### config.mk
export PLATFORM = sky130hd
export DESIGN_NAME = pku24_unpack
export DESIGN_NICKNAME = d
export VERILOG_FILES = /design/src/rtl/pku_pkg.sv /design/src/rtl/pku_fetch.sv /design/src/rtl/pku_gather.sv /design/src/rtl/pku_outstage.sv /design/src/rtl/pku24_unpack.sv
export SDC_FILE = /design/constraint.sdc
export NUM_CORES = 1
export LEC_CHECK = 0
export CAP_MARGIN = 20
export CORE_AREA = 2 2 216 218
export DETAILED_ROUTE_END_ITERATION = 8
export DIE_AREA = 0 0 218 220
export HOLD_SLACK_MARGIN = 0.08
export PLACE_DENSITY = 0.56
export SYNTH_ARGS = -nofsm -noshare
export SYNTH_HDL_FRONTEND = slang
export SYNTH_SLANG_ARGS = --single-unit
### constraint.sdc
create_clock -name clk -period 6.25 [get_ports clk]
set_clock_uncertainty 0.15 [all_clocks]
set_input_delay 0.625 -clock clk [delete_from_list [all_inputs] [get_ports clk]]
set_output_delay 0.625 -clock clk [all_outputs]
set_load 0.03 [all_outputs]
### src/rtl/pku_pkg.sv
package pku_pkg;

  // Valid byte span of a returned word: first byte lane and byte count
  typedef struct packed {
    logic [1:0] lo;
    logic [2:0] n;
  } pku_lane_t;

  function automatic int occ_width(input int buf_bytes);
    return $clog2(buf_bytes + 1);
  endfunction

endpackage

### src/rtl/pku_fetch.sv
module pku_fetch
  import pku_pkg::*;
#(
  parameter int AW        = 20,
  parameter int GW        = 8,
  parameter int MEM_BYTES = 1 << 20
) (
  input  logic          clk,
  input  logic          rst,
  input  logic          start,
  input  logic [AW-1:0] base_byte,
  input  logic [GW-1:0] groups,
  input  logic          room,
  output logic          active,
  output logic          rd_en,
  output logic [AW-3:0] rd_addr,
  output logic          rd_pend,
  output pku_lane_t     rd_lane
);
  localparam int EW = AW + 2;
  localparam logic [EW-1:0] LIM   = EW'(MEM_BYTES);
  localparam logic [EW-1:0] STEP  = EW'(24);
  localparam logic [EW-1:0] STEP2 = EW'(48);
  localparam logic [EW-1:0] WORD  = EW'(4);

  logic [EW-1:0] base_q, front_q, wp_q, start_ext, first_wp, span;
  logic [GW-1:0] left_q;
  logic          done_q, issue, finish, last_w;
  logic [1:0]    lane_lo;
  logic [2:0]    lane_hi;

  assign start_ext = EW'(base_byte);
  assign first_wp  = {base_q[EW-1:2], 2'b00};
  assign issue     = active && (front_q != base_q) && (wp_q < front_q) && room;
  assign finish    = active && done_q && ((front_q == base_q) || (wp_q >= front_q));
  assign rd_en     = issue;
  assign rd_addr   = wp_q[AW-1:2];

  always_comb begin
    lane_lo = (wp_q == first_wp) ? base_q[1:0] : 2'd0;
    last_w  = done_q && ((wp_q + WORD) > front_q);
    span    = front_q - wp_q;
    lane_hi = last_w ? span[2:0] : 3'd4;
  end

  always_ff @(posedge clk) begin
    if (rst) begin
      active  <= 1'b0;
      rd_pend <= 1'b0;
      rd_lane <= '0;
      base_q  <= '0;
      front_q <= '0;
      wp_q    <= '0;
      left_q  <= '0;
      done_q  <= 1'b1;
    end else begin
      rd_pend <= issue;
      if (issue) begin
        rd_lane.lo <= lane_lo;
        rd_lane.n  <= lane_hi - {1'b0, lane_lo};
      end
      if (start) begin
        active  <= 1'b1;
        base_q  <= start_ext;
        front_q <= start_ext;
        wp_q    <= {start_ext[EW-1:2], 2'b00};
        left_q  <= groups;
        done_q  <= (groups == '0) || ((start_ext + STEP) > LIM);
      end else if (active) begin
        if (!done_q) begin
          front_q <= front_q + STEP;
          left_q  <= left_q - 1'b1;
          done_q  <= (left_q == GW'(1)) || ((front_q + STEP2) > LIM);
        end
        if (issue) wp_q <= wp_q + WORD;
        if (finish) active <= 1'b0;
      end
    end
  end
endmodule

### src/rtl/pku_gather.sv
module pku_gather
  import pku_pkg::*;
#(
  parameter int BUF_BYTES = 12,
  localparam int CW = occ_width(BUF_BYTES)
) (
  input  logic          clk,
  input  logic          rst,
  input  logic          in_valid,
  input  logic [31:0]   in_word,
  input  pku_lane_t     in_lane,
  input  logic          take,
  output logic [CW-1:0] occ,
  output logic          avail,
  output logic [23:0]   pix
);
  logic [7:0]    b_q [BUF_BYTES];
  logic [7:0]    b_n [BUF_BYTES];
  logic [CW-1:0] keep, occ_n;

  assign avail = occ >= CW'(3);
  assign pix   = {b_q[2], b_q[1], b_q[0]};

  always_comb begin
    keep = occ - (take ? CW'(3) : CW'(0));
    for (int i = 0; i < BUF_BYTES; i++) begin
      if (take) b_n[i] = (i + 3 < BUF_BYTES) ? b_q[(i + 3) % BUF_BYTES] : 8'h00;
      else      b_n[i] = b_q[i];
    end
    for (int i = 0; i < BUF_BYTES; i++) begin
      for (int k = 0; k < 4; k++) begin
        if (in_valid && (3'(k) < in_lane.n) && ((keep + CW'(k)) == CW'(i)))
          b_n[i] = in_word[8*(int'(in_lane.lo) + k) +: 8];
      end
    end
    occ_n = keep + (in_valid ? CW'(in_lane.n) : CW'(0));
  end

  always_ff @(posedge clk) begin
    if (rst) occ <= '0;
    else     occ <= occ_n;
    b_q <= b_n;
  end
endmodule

### src/rtl/pku_outstage.sv
module pku_outstage (
  input  logic        clk,
  input  logic        rst,
  input  logic        avail,
  input  logic [23:0] pix_in,
  input  logic        ready,
  output logic        take,
  output logic        valid,
  output logic [23:0] data
);
  assign take = avail && (!valid || ready);

  always_ff @(posedge clk) begin
    if (rst) begin
      valid <= 1'b0;
      data  <= '0;
    end else if (take) begin
      valid <= 1'b1;
      data  <= pix_in;
    end else if (ready) begin
      valid <= 1'b0;
    end
  end
endmodule

### src/rtl/pku24_unpack.sv
module pku24_unpack
  import pku_pkg::*;
#(
  parameter int MEM_BYTES = 1 << 20,
  parameter int GRP_W     = 8,
  parameter int BUF_BYTES = 12,
  localparam int AW    = $clog2(MEM_BYTES),
  localparam int OCC_W = occ_width(BUF_BYTES)
) (
  input  logic             clk,
  input  logic             rst,
  input  logic             line_start,
  input  logic [AW-2:0]    line_base,
  input  logic [GRP_W-1:0] line_groups,
  output logic             mem_rd_en,
  output logic [AW-3:0]    mem_rd_addr,
  input  logic [31:0]      mem_rd_data,
  output logic             pix_valid,
  input  logic             pix_ready,
  output logic [23:0]      pix_data
);
  localparam int RW = OCC_W + 2;

  logic          f_active, rd_pend, room, idle, accept, g_avail, take;
  logic [OCC_W-1:0] g_occ;
  logic [23:0]   g_pix;
  pku_lane_t     rd_lane;

  assign idle   = !f_active && !rd_pend && (g_occ == '0) && !pix_valid;
  assign accept = line_start && idle;
  assign room   = (RW'(g_occ) + (rd_pend ? RW'(4) : RW'(0)) + RW'(4)) <= RW'(BUF_BYTES);

  pku_fetch #(.AW(AW), .GW(GRP_W), .MEM_BYTES(MEM_BYTES)) fetch_i (
    .clk(clk), .rst(rst), .start(accept), .base_byte({line_base, 1'b0}),
    .groups(line_groups), .room(room), .active(f_active), .rd_en(mem_rd_en),
    .rd_addr(mem_rd_addr), .rd_pend(rd_pend), .rd_lane(rd_lane)
  );

  pku_gather #(.BUF_BYTES(BUF_BYTES)) gather_i (
    .clk(clk), .rst(rst), .in_valid(rd_pend), .in_word(mem_rd_data),
    .in_lane(rd_lane), .take(take), .occ(g_occ), .avail(g_avail), .pix(g_pix)
  );

  pku_outstage out_i (
    .clk(clk), .rst(rst), .avail(g_avail), .pix_in(g_pix), .ready(pix_ready),
    .take(take), .valid(pix_valid), .data(pix_data)
  );
endmodule

==> results.md, run 1 <==
* Fmax at approximately 190 MHz
* Worst EP required at about 6.3 ns
* Total core area at 45,860 µm²
* Multi-input gate area at 7904 µm²
* Root Driver: clkbuf_16
* Final #Nets at 1,755
* Register bit count reported by yosys at 199
* Overall Power at roughly 0.0072 W
* Layout cell share with drive strength beyond 1 at 7.529%
* TritonCTS clock tree: built
* EDFF count, synth at 96
* Initial antenna violation count at 0
* Drt first pass iters at 7
* Syn_nets at 1,731
* Gr ovfl total at 0
* Register area share after synthesis at 36.43%
* Slew HR at a little under a third
* RSZ-0062 raised after global routing: no
* Max cap viols at 0
* Top cells by area, synth: edfxtp_1 21%, dfxtp_1 15%, nand2_1 5.9%, ha_1 5.2%, a21oi_1 4.5%
* Chip width at 218 µm
* Worst VDD drop at 0.3907 mV
* DRC viols at 0
* Global-route total usage across every layer at between 20% and 30%
* Setup TNS at 0 ns
* Yosys cell types at 77
* FILL cells at 4,766
* Max FO, Critical Path at 9
* Initial Util at about 30%
* I/O pins at ~110
* H-tree levels at 4
* Die height at around 220 µm
* Die area at 47,960 µm²
* Number of synthesis warnings at 0
* Clock Tree Buf Depth at 2
* Synth async-reset ratio at 0%
* Hold buffers post-CTS at 0
* Final WL at 49.34 mm
* Crit path DAT at about 5.4 ns
* Vias in the first global route at around 12k
* Mapped Cells at 1,610
* Final core utilization at between 30 and 40%
* Worst hold path class: register to register
* Synth area leader: edfxtp_1
* Clock Sinks at 199
* Post-CTS setup buffers at 0
* PwrDens at 457.8 nW/µm²
* Leak at around 5.6 nW
* Tmin final at 5.386 ns
* Count leader, synth: nand2_1
* Largest net degree at the start of global routing at 66
* Post-CTS Resized at 0
* Max Slew Vio Count at 0
* DRT iter0 DRCs at 1,534
* First-pass GRT wire length at approximately 74 mm
* Final hold viol count at 0
* Clock slew at reported path FFs at 0.08 ns
* Setup violations, final at 0
* Diode count at 0
* ANT nets after route at 0
* Synth Flop Type: dfxtp_1
* Post-synth top cells: 212 x nand2_1, 132 x nor2_1, 123 x a21oi_1
* Worst Setup Start Kind: register
* Drt wl/cell at 21.89 µm
* Top cell type's share of synthesized area at a little over a fifth
* Clock Latency Late Sink at 0.50 ns
* TritonCTS Buffers at 17
* Final HPWL DP at about 35 mm
* Avg Cell Area, Syn at about 8.4 µm²
* P&R area growth vs syn at 15.76%
* Status: finished clean
* Period utilisation layout at 86.18%
* Critical setup path kind: register to register
* GPL Wtd Cong at 0.9477
* Via count at 12.91k
* CP Capture Type: register
* Mapped Area at 13,570 µm²
* Worst Tran Pin Value at 1.044 ns
* I/O Buffers at 106
* Via/cell ratio at approximately 5.7
* Sequential cell area at 4946 µm²
* FP Rows at 79
## logic make-up (layout without fill, tap and decap cells)
logic type	after synthesis	in the layout	share of synthesized area, %
AND/OR/NAND/NOR	587	587	20.95
AO/OA/AOI/OAI	463	463	22.85
flip-flops	199	199	36.43
buffers and inverters	182	219	5.753
XOR/XNOR	77	77	5.237
adder cells (fa/ha/maj)	58	58	5.458
multiplexers	44	44	3.328
## where the power goes
part	switching (W)	internal (W)
logic	0.00235	0.00130
clock network	0.000576	0.000565
registers	0.000380	0.00202
total	0.00331	0.00388
## layout make-up
cell class                      instances  share of cell area (%)
Tap cell                              607                   4.834
Sequential cell                       199                   31.48
Timing Repair Buffer                  146                   8.649
Inverter                               41                  0.9795
Clock inverter                         15                   1.043
Clock buffer                           17                   2.708
Multi-Input combinational cell       1229                   50.31
## critical path, cell delays in order, from the launching register on
cell	delay, ns
dfxtp_1	0.62
a211oi_1	0.11
nand2b_1	0.18
buf_4	0.20
inv_1	0.08
ha_1	0.19
inv_1	0.06
fa_1	0.41
xor2_2	0.18
buf_4	0.19
clkinv_1	0.27
ha_1	0.43
xnor3_1	0.56
nor3_1	0.73
or3_1	0.35
nand3b_1	0.33
## final timing paths
kind,depth (start not counted),to,slack [ns],startpoint
worst max register to register,15,gather_i.b_q[31],0.86,gather_i.occ[2]
worst min register to register,2,out_i.data[1],0.31,out_i.data[1]
worst min-delay path,2,out_i.data[1],0.31,out_i.data[1]
worst max-delay path,15,gather_i.b_q[31],0.86,gather_i.occ[2]
## stage by stage
stage                     worst slack, ns  cell area (µm²)  hold WS, ns  cells
after global placement             0.6140            15120       0.2962   2222
after detailed placement           0.5058            15120       0.2974   2222
final                              0.8637            15710       0.3062   2254
after global routing               0.4959            15710       0.3260   2254
after floorplan                     1.171            13570       0.3002   1610
after CTS                          0.9305            15710       0.3085   2254
## per-layer routing
metal / track usage, % / up-vias / wire length (µm) / share of wire (%)
met5: 0 / - / 0 / 0
met4: 9.592 / 0 / 2205 / 4.5
met3: 5.217 / 156 / 4449 / 9.0
met2: 30.92 / 678 / 21440 / 43
met1: 27.23 / 6040 / 21240 / 43
li1: - / 6037 / - / -
## cell usage in the layout (no fill, tap or decap), drive strengths merged, types with 32 or more instances in the layout
cell,instances
mux2i,35
nor3,36
nand3,49
edfxtp,96
inv,46
xor2,41
clkdlybuf4s50,105
a21oi,124
xnor2,34
dfxtp,103
o22ai,64
ha,56
nor2,137
o21ai,60
buf,41
a211oi,57
nand2,216
a221o,32
## state kept, by name, indices dropped and copies added, names as in the netlist
register         cells
gather_i.b_q        72
gather_i.pix        24
out_i.data          24
fetch_i.front_q     21
fetch_i.wp_q        20
fetch_i.base_q      19
fetch_i.left_q       8
gather_i.occ         4
fetch_i.rd_lane      3
fetch_i.active       1
fetch_i.done_q       1
fetch_i.rd_pend      1
out_i.valid          1
Note: power is estimated with default switching activity, not from simulation.
==> run 2: changes to the inputs <==
--- a/config.mk
+++ b/config.mk
@@ -11,6 +11,7 @@
 export DIE_AREA = 0 0 218 220
 export HOLD_SLACK_MARGIN = 0.08
 export PLACE_DENSITY = 0.56
+export REMOVE_ABC_BUFFERS = 1
 export SYNTH_ARGS = -nofsm -noshare
 export SYNTH_HDL_FRONTEND = slang
 export SYNTH_SLANG_ARGS = --single-unit
==> run 2 against run 1 <==
  * Sequential power about the same
  * Worst hold slack got worse by 0.0032 ns
  * Critical path type is now primary input to register
  * Final cell count decreased by 0.18%
  * Die area unchanged
  * Critical endpoint is now gather_i.b_q[29]
  * Global-route usage about the same
==> results.md, run 2 (same netlist as run 1, synthesis figures left out) <==
* CP Depth at 16
* Placed cell area at 15,070 µm²
* Via/cell ratio at 5.780
* Reg with most FFs: gather_i.b_q
* Clock Sinks at 199
* Chip width at 218 µm
* Max reg flops at 72
* Place WS at 0.3233 ns
* Worst Hold Path Cells at 2
* PwrDens at 456.3 nW/µm²
* Setup TNS at 0 ns
* Tmin final at 5.526 ns
* Hold path startpoint: out_i.data[10]
* Final HPWL DP at between 30 and 40 mm
* Via count at 13.01k
* Max cap viols at 0
* Sequential cell area at between 4000 and 5000 µm²
* Post-CTS Resized at 0
* Largest net degree at the start of global routing at around 90
* Critical setup path kind: primary input to register
* Clock Latency Late Sink at 0.47 ns
* FILL cells at 4,812
* Clock slew at reported path FFs at 0.07 ns
* Drt first pass iters at 9
* Post-CTS setup buffers at 0
* Worst Tran Pin Value at ~1.1 ns
* Worst EP required at 6.22 ns
* DRT iter0 DRCs at between 1.5k and 2k
* TritonCTS clock tree: built
* P&R area growth vs syn at 15.20%
* Global-route total usage across every layer at 20.49%
* Placed cell count at 2,217
* Setup WS post-layout at 0.7245 ns
* Final WL at 49.45 mm
* ANT nets after route at 0
* Design Area, Final at ~16,000 µm²
* Final instance count without filler cells at 2,250
* Diode count at 0
* First-pass GRT wire length at 75.04 mm
* Layout cell share with drive strength beyond 1 at 6.634%
* Setup violations, final at 0
* WP buf/inv at 6
* CP delay by family, top: simple AND/OR/NAND/NOR gates
* Worst r2r path cells at 15
* CP Capture Type: register
* CP max stage cell: nor3_1
* Max FO, Critical Path at 10
* R2R Path Start: gather_i.occ[3]
* I/O Buffers at 106
* WHS Endpoint: out_i.data[10]
* Leak at 5.560 nW
* DRC viols at 0
* Slew HR at 26.07%
* CP peak stage delay at 0.80 ns
* H-tree levels at 4
* Die area at approximately 48,000 µm²
* TritonCTS Buffers at 17
* Leading cell type in the layout, fill and taps excluded: nand2_1
* Fmax at 181.0 MHz
* Worst VDD drop at 0.2123 mV
* Minimum hold slack at 0.3030 ns
* Reg2reg setup slack at around 0.73 ns
* Drt wl/cell at 21.98 µm
* Multi-input gate area at 7889 µm²
* GPL Wtd Cong at 0.9447
* Capture point of the worst reg-to-reg path: gather_i.b_q[29]
* Period utilisation layout at between 80% and 90%
* Die height at 220 µm
* Max Slew Vio Count at 0
* Vias in the first global route at 12.15k
* Total core area at 45,860 µm²
* Critical-path cell list: clkdlybuf4s50_1 -> nand2b_1 -> nand2b_1 -> buf_4 -> inv_1 -> ha_1 -> inv_1 -> fa_1 -> xor2_2 -> buf_4 -> clkinv_1 -> ha_1 -> xnor3_1 -> nor3_1 -> or3_1 -> nand3b_1
* Crit path DAT at 5.49 ns
* Final #Nets at 1,751
* Initial antenna violation count at 0
* I/O pins at between 100 and 150
* Worst hold path class: register to register
* Hold buffers post-CTS at 0
* Worst Setup Start Kind: primary input
* Final hold viol count at 0
* Root Driver: clkbuf_16
* Gr ovfl total at 0
* RSZ-0062 raised after global routing: no
* Status: finished clean
* Clock Tree Buf Depth at 2
* Initial Util at approximately 30%
* Most frequent cells in the layout: 212 x nand2_1, 132 x nor2_1, 123 x a21oi_1
* FP Rows at about 80
-- run 2: changes by cell type in the layout (fill, tap and decap cells not counted), sizes merged --
cell,change
buf,-4
clkinv,-2
inv,-4
clkinvlp,-2
clkbuf,+8
-- run 2: tightest hold or removal path: stages (launching register included) --
cell	delay, ns
dfxtp_1	0.31
nand2_1	0.05
a21oi_1	0.05
-- run 2: stage by stage --
| step | power [W] | util (%) |
|---|---|---|
| 3_5_place_dp | 0.006008 | 32.86 |
| 4_1_cts | 0.007110 | 34.05 |
| 5_1_grt | 0.007594 | 34.09 |
| 6_report | 0.007134 | 34.09 |
| 2_1_floorplan | 0.004728 | - |
| 3_3_place_gp | 0.006001 | 32.86 |
-- run 2: worst max-delay path by stage --
stage               slack (ns)            start          endpoint
finish                    0.72        pix_ready  gather_i.b_q[29]
detailed placement        0.32        pix_ready  gather_i.b_q[27]
global placement          0.54        pix_ready  gather_i.b_q[18]
global route              0.43  gather_i.occ[2]  gather_i.pix[19]
floorplan                 0.52        pix_ready  gather_i.pix[16]
CTS                       0.79  gather_i.occ[3]  gather_i.b_q[29]
-- run 2: final cells by class --
cell class | instances | area share, %
multi-input combinational | 1229 | 50.46
sequential | 199 | 31.63
timing repair buffer | 142 | 8.579
tap | 607 | 4.858
clock buffer | 25 | 3.041
inverter | 41 | 0.9843
clock inverter | 7 | 0.4481
-- run 2: metal layers --
layer  track usage, %  up-vias  routed length (µm)
met5                0        -                   0
met1            28.13     6214               21630
met3            3.865      120                4204
met2            31.90      647               22070
met4            7.551        0                1547
li1                 -     6024                   -
-- run 2: report_power, final --
part	leakage (nW)	internal (W)	switching [W]
Clock	0.260	0.000571	0.000513
Sequential	1.77	0.00202	0.000387
Combinational	3.53	0.00130	0.00234
